==> src/rtl/blm_trip.sv <==
module blm_trip #(
  parameter int NCH  = 12,
  parameter int DW   = 16,
  parameter int MAXW = 16
) (
  input  logic                         clk,
  input  logic                         rst_n,
  input  logic                         s_valid,
  input  logic [$clog2(NCH)-1:0]       s_chan,
  input  logic [DW-1:0]                s_data,
  input  logic                         cfg_we,
  input  logic [1:0]                   cfg_sel,
  input  logic [$clog2(NCH)-1:0]       cfg_chan,
  input  logic [DW+$clog2(MAXW)-1:0]   cfg_wdata,
  input  logic                         clear,
  output logic                         abort,
  output logic [NCH-1:0]               alarm,
  output logic [NCH-1:0]               first_trip
);
  localparam int CW = $clog2(NCH);
  localparam int HW = $clog2(MAXW);
  localparam int WW = HW + 1;
  localparam int AW = DW + HW;

  logic [DW-1:0] offs [NCH];
  logic [AW-1:0] lim  [NCH];
  logic [WW-1:0] win  [NCH];
  logic [WW-1:0] fill [NCH];
  logic [HW-1:0] ptr  [NCH];
  logic [AW-1:0] acc  [NCH];
  logic [DW-1:0] hist [NCH*MAXW];

  logic          v1;
  logic [CW-1:0] c1;
  logic [DW-1:0] d1;

  wire          in_ok  = s_valid && (int'(s_chan) < NCH);
  wire          cfg_ok = cfg_we && (int'(cfg_chan) < NCH);
  wire [DW:0]   diff   = {1'b0, s_data} - {1'b0, offs[in_ok ? s_chan : '0]};
  wire [DW-1:0] corr   = diff[DW] ? '0 : diff[DW-1:0];

  wire [HW-1:0] rd_idx = ptr[c1] - win[c1][HW-1:0];
  wire          full   = fill[c1] >= win[c1];
  wire [DW-1:0] oldest = full ? hist[{c1, rd_idx}] : '0;
  wire [AW-1:0] nsum   = acc[c1] + AW'(d1) - AW'(oldest);
  wire          wclr   = cfg_ok && cfg_sel == 2'd2 && cfg_chan == c1;
  wire          upd    = v1 && !wclr;
  wire          trip   = upd && (nsum > lim[c1]);

  wire [WW-1:0] wnew = (cfg_wdata == '0) ? WW'(1) :
                       (cfg_wdata > AW'(MAXW)) ? WW'(MAXW) : cfg_wdata[WW-1:0];

  always_ff @(posedge clk) begin
    if (!rst_n) begin
      v1 <= 1'b0;
      c1 <= '0;
      d1 <= '0;
    end else begin
      v1 <= in_ok;
      c1 <= s_chan;
      d1 <= corr;
    end
  end

  always_ff @(posedge clk)
    if (upd) hist[{c1, ptr[c1]}] <= d1;

  always_ff @(posedge clk) begin
    if (!rst_n) begin
      for (int i = 0; i < NCH; i++) begin
        offs[i] <= '0;
        lim[i]  <= '1;
        win[i]  <= WW'(MAXW);
        fill[i] <= '0;
        ptr[i]  <= '0;
        acc[i]  <= '0;
      end
    end else begin
      if (upd) begin
        acc[c1] <= nsum;
        ptr[c1] <= ptr[c1] + 1'b1;
        if (fill[c1] < WW'(MAXW)) fill[c1] <= fill[c1] + 1'b1;
      end
      if (cfg_ok) begin
        case (cfg_sel)
          2'd0: offs[cfg_chan] <= cfg_wdata[DW-1:0];
          2'd1: lim[cfg_chan]  <= cfg_wdata;
          2'd2: begin
            win[cfg_chan]  <= wnew;
            acc[cfg_chan]  <= '0;
            fill[cfg_chan] <= '0;
          end
          default: ;
        endcase
      end
    end
  end

  always_ff @(posedge clk) begin
    if (!rst_n) begin
      alarm      <= '0;
      abort      <= 1'b0;
      first_trip <= '0;
    end else begin
      if (upd) alarm[c1] <= trip;
      if (trip) begin
        abort <= 1'b1;
        if (!abort) first_trip <= NCH'(1) << c1;
      end else if (clear && alarm == '0) begin
        abort      <= 1'b0;
        first_trip <= '0;
      end
    end
  end
endmodule


==> config.mk <==
export PLATFORM = sky130hd
export DESIGN_NAME = blm_trip
export DESIGN_NICKNAME = d
export VERILOG_FILES = /design/src/rtl/blm_trip.sv
export SDC_FILE = /design/constraint.sdc
export NUM_CORES = 2
export LEC_CHECK = 0
export BUFFER_PORTS_ARGS = -buffer_cell sky130_fd_sc_hd__buf_2
export CAP_MARGIN = 30
export CORE_ASPECT_RATIO = 2
export CORE_MARGIN = 4
export CORE_UTILIZATION = 50
export CTS_CLUSTER_DIAMETER = 120
export CTS_CLUSTER_SIZE = 24
export DETAILED_ROUTE_END_ITERATION = 7
export HOLD_SLACK_MARGIN = 0.12
export PLACE_DENSITY = 0.62
export SETUP_SLACK_MARGIN = 0.5
export SKIP_LAST_GASP = 1
export SLEW_MARGIN = 20
export SYNTH_ARGS = -nofsm -noshare
export SYNTH_HDL_FRONTEND = slang
export SYNTH_SLANG_ARGS = --single-unit
==> constraint.sdc <==
create_clock -name clk -period 15.9 [get_ports clk]
set_clock_uncertainty 0.1 [all_clocks]
set_input_delay 2.385 -clock clk [delete_from_list [all_inputs] [get_ports clk]]
set_output_delay 2.385 -clock clk [all_outputs]
set_load 0.01 [all_outputs]
# Word level (Yosys, flattened, before mapping)
# Memory sizes are Yosys's and may differ from the RTL's. A register that Yosys moved wholly into a read port is not among the register bits.
# Cells that the tools add are included.
# classes
addsub,6
magnitude_cmp,8
eq_ne,4
shifts,1
n_mux,62
bitwise_logic,1
reduce_logical,23
# ops
op,count
20-bit 2-to-1 mux,3
4-bit 2-to-1 mux,15
20-bit OR reduction,3
12-bit 2-to-1 mux,3
1-bit 2-to-1 mux,32
16-bit 2-to-1 mux,2
5-bit 2-to-1 mux,5
20-bit by 16-bit adder with 20-bit output,1
20-bit > comparator,1
"20-bit by 5-bit > comparator with 1-bit output, second input constant",1
20-bit zero test,1
20-bit by 16-bit subtractor with 20-bit output,1
16-bit by 16-bit subtractor with 17-bit output,1
16-bit OR reduction,1
5-bit OR reduction,3
12-bit bitwise mux,1
12-bit zero test,1
"1-bit by 4-bit << shifter with 12-bit output, first input constant",1
1-bit logical AND,8
"4-bit < comparator, second input constant",2
"5-bit by 1-bit adder with 5-bit output, second input constant",1
5-bit >= comparator,1
"4-bit by 5-bit < comparator with 1-bit output, second input constant",1
"5-bit < comparator, second input constant",1
other kinds (15),15
# totals
reg_bits,46
mem_bits_rw,3912
in_bits,51
output_inout_bits,25
word_cells,118
memories,7
# memory_table
name,depth,word_bits,rd,rd_ports_with_merged_regs,wr,line_no,source
hist,192,16,1,0,1,31,logic [DW-1:0] hist [NCH*MAXW];
acc,12,20,1,1,12,30,logic [AW-1:0] acc [NCH];
lim,12,20,1,1,12,26,logic [AW-1:0] lim [NCH];
offs,12,16,1,0,12,25,logic [DW-1:0] offs [NCH];
fill,12,5,1,1,12,28,logic [WW-1:0] fill [NCH];
win,12,5,1,1,12,27,logic [WW-1:0] win [NCH];
1 more memories,-,-,-,-,-,-,

# Logic depth before layout (Yosys ltp)
# depth
word_depth,11
mapped_depth,48
mapped_depth_nobuf,35

# Least setup slack after synthesis
# OpenSTA, ideal clock, no wires.
# synth_path
kind,register to register
startpoint,register c1[0]
endpoint,register first_trip[1]
setup_time_ps,76
t_arrival_ps,11288
required_time_ps,15724
setup_slack_ps,4436
stages_incl_launch_ff,43
path_buffers,17
synth_period_minus_slack_ps,11464
path_cell_list,dfxtp_1 -> buf_2 -> buf_2 -> buf_2 -> buf_4 -> buf_2 -> buf_2 -> buf_2 -> mux4_2 -> mux4_2 -> ha_1 -> clkbuf_1 -> buf_2 -> buf_2 -> buf_2 -> buf_2 -> buf_2 -> buf_1 -> [7 not listed] -> o221ai_1 -> a41oi_1 -> a21oi_1 -> a2111oi_0 -> o311a_1 -> nand4_1 -> clkbuf_1 -> ha_1 -> nand2_1 -> nor3_1 -> nand4_1 -> o21bai_1 -> a31oi_1 -> o21a_1 -> clkbuf_1 -> buf_1 -> o211ai_1 -> a21boi_0
# synth_between
elab_chain_cells,7
word_cells_on_any_way,15
classes_between,add/sub: 1; order compare: 1; eq/ne: 2; shift: 1; mux: 3; reduce/logical: 6; memory: 1
# synth_lines
element,line_no,source
from (decl),34,logic [CW-1:0] c1;
from (signal assigned),60,c1 <= s_chan;
memory 192 x 16 bit (*),-,
16-bit 2-to-1 mux (*),44,"wire [DW-1:0] oldest = full ? hist[{c1, rd_idx}] : '0;"
20-bit by 16-bit subtractor with 20-bit output (*),45,wire [AW-1:0] nsum = acc[c1] + AW'(d1) - AW'(oldest);
named net nsum[19],45,
20-bit > comparator (*),48,wire trip = upd && (nsum > lim[c1]);
1-bit logical AND (*),48,
2-bit inequality test (no line) or 2-bit nonzero test (tied branches),-,
2-bit AND reduction (no line),-,
to (signal assigned),108,if (!abort) first_trip <= NCH'(1) << c1;
to (decl),18,output logic [NCH-1:0] first_trip
# Mark *: on every way through the listed nets, which the timed path passes. The rest lies on a longest branch. The select of a mux whose other input is x is not followed.
# A chain may end at the register's enable or synchronous reset.

# Final worst setup path
# layout_path
startpoint,register c1[0]
endpoint,register first_trip[7]
# Same word-level chain as after synthesis.

==> flow_summary.ini <==
[layout]
area_growth_pct = 8.52
fin_nets = 10083
final_cell_area_mm2 = 0.186
final_layout_size_suffix_gt1_share_pct = 23.0
seq_area_mm2 = 0.123
fill_cells = 26398
multiInputGateArea_mm2 = 0.0466

[route]
via_count = 93841
drc_errors = 0
drt_iter0_drc = 11385
routed_via_density = 6.48
drtAntennaViolNets = 0
wl_per_cell_um = 36.6
wl_um = 530000
drt_pass1_iterations = 6

[synth]
ys_seq_elements = 4234
yosys.area.top_type_share_pct = 66.3
yosysTopAreaCell = edfxtp_1
synthFlopType = edfxtp_1
synth_edf_count = 3788
yosysMostFrequentCell = edfxtp_1
yosys-top-cells-count = edfxtp_1, mux4_2, nor2_1
synthDistinctLibCells = 74
postSynthAreaPerCell_um2 = 17.7
synth_area_leaders = edfxtp_1, mux4_2, dfxtp_1
ys_async_sr_fraction_pct = 0
netlist_area_mm2 = 0.171
yosys_warnings = 0
syn_inst = 9663
ys_seq_area_share_pct = 71.6

[cts]
cts_resized = 0
clk_path_buf_depth = 4
h-tree-depth = 4
numClockSinks = 4234
cts_buffers = 202
path_clk_slew_ns = 0.10
root_buffer = clkbuf_16
cts_tree = done
cts_setup_buffers = 0
clock_latency_ns = 0.97
cts_hold_buf = 0

[setup_path]
worstSetupPathType = reg2reg
end_kind = register
cp_max_fo = 72
required_ns = 16.65
max_stage_delay_ns = 0.87
worst_path_max_delay_cell = dfxtp_4
startpoint_type = register
cp_data_arrival_time_ns = 14.61
path_buf_inv = 7
critical_path.top_delay_family = simple AND/OR/NAND/NOR gates

[power_and_ir_drop]
power.total_uw = 25000
leakage_uw = 0.0612
ir_drop_mv = 0.139
power_density_mw_per_mm2 = 135

[global_route]
grt_max_degree = 177
antenna_found_initial = 41
gr-total-overflow = 0
grt_usage_pct = 29.8
grt_pass1_vias = 95298
grt_pass1_wl_um = 740000

[placement]
port_buffers = 75
gp_congestion = 1.07
post-dp-hpwl_um = 361000
placed_cell_area_mm2 = 0.180

[status]
status = completed

[floorplan]
dieArea_mm2 = 0.353
initial_utilization_pct = 50.3
die_h_um = 836
die_x_um = 422
rows = 303
coreArea_mm2 = 0.341
ioPinCount = 76

[worst_hold_path]
hold_class = reg2reg

[flow_run]
drv_cap = 0

[sta]
relSlewSlack_pct = 4.57
finalCriticalPeriod_ns = 13.87
final_hold_viol_count = 0
worst_pin_slew_ns = 1.43
max_freq_mhz = 72.1
rsz0062_at_grt = false
setup_viol = 0
drv_slew = 0
period_share_pct = 87.2
fin_setup_tns_ns = 0
flip-flops by register name, summed over array words and instances, names as in the netlist:
name / count
hist: 3072
acc: 320
lim: 320
offs: 252
fill: 80
win: 80
ptr: 64
d1: 16
alarm: 12
first_trip: 12
c1: 4
abort: 1
v1: 1
through the flow:
step / hold WS, ns / instances / worst slack (ns) / util, %
6_report: 0.342 / 14480 / 2.03 / 54.6
5_1_grt: 0.364 / 14467 / 1.52 / 54.6
4_1_cts: 0.342 / 14437 / 2.52 / 54.5
3_5_place_dp: 0.319 / 14151 / 2.58 / 52.9
3_3_place_gp: 0.309 / 14109 / 2.56 / 52.7
2_1_floorplan: 0.300 / 9822 / 4.44 / -
final cells by class:
type,instances,area share (%)
flip-flops and latches,4234,66.0
multi-input cells,4772,25.1
well taps,4422,2.97
clock buffers,281,2.92
repair buffers,591,2.70
inverters,144,0.292
diodes,31,0.0417
clock inverters,5,0.0377
placed cells by master, fill, tap and decap left out, drive strengths merged, types with 51 or more instances in the layout:
| cell type | instances |
|---|---|
| a211oi | 101 |
| a21oi | 112 |
| a22oi | 209 |
| and2 | 233 |
| buf | 590 |
| clkbuf | 282 |
| conb | 160 |
| dfxtp | 446 |
| edfxtp | 3788 |
| ha | 69 |
| inv | 148 |
| mux2 | 101 |
| mux2i | 166 |
| mux4 | 1054 |
| nand2 | 435 |
| nand2b | 63 |
| nand3 | 82 |
| nor2 | 759 |
| nor3 | 51 |
| nor4 | 70 |
| o211ai | 58 |
| o21ai | 185 |
| o22ai | 154 |
| or2 | 247 |
final timing paths:
check	start	end	slack, ns	cells past startpoint
worst min register to register	fill[13][4]	fill[13][4]	0.34	1
worst min-delay path	fill[13][4]	fill[13][4]	0.34	1
worst max register to register	c1[0]	first_trip[7]	2.03	36
worst max-delay path	c1[0]	first_trip[7]	2.03	36
cell families (layout without fill, tap and decap cells):
logic type	count (synthesis)	in the layout	synth area share [%]
AO/OA/AOI/OAI	1076	1076	4.36
XOR/XNOR	32	32	0.179
adder cells (fa/ha/maj)	87	87	0.714
buffers and inverters	816	1021	1.88
flip-flops	4234	4234	71.6
multiplexers	1321	1321	15.5
other	1	191	0.00219
AND/OR/NAND/NOR	2096	2096	5.83
per-layer routing:
layer | share of wire (%) | vias to the layer above | GRT usage [%]
met2 | 51 | 4449 | 51.7
met1 | 31 | 49258 | 31.5
met5 | 0.045 | - | 0
met3 | 6.5 | 1522 | 4.67
met4 | 11 | 26 | 25.9
li1 | - | 38586 | -
where the power goes:
| part | internal [µW] | switching [µW] | total (µW) |
|---|---|---|---|
| Combinational | 2240 | 4410 | 6650 |
| Sequential | 12500 | 143 | 12600 |
| Clock | 2400 | 3400 | 5790 |
| Total | 17100 | 7950 | 25000 |
No activity file was read; power rests on OpenSTA's default activity.
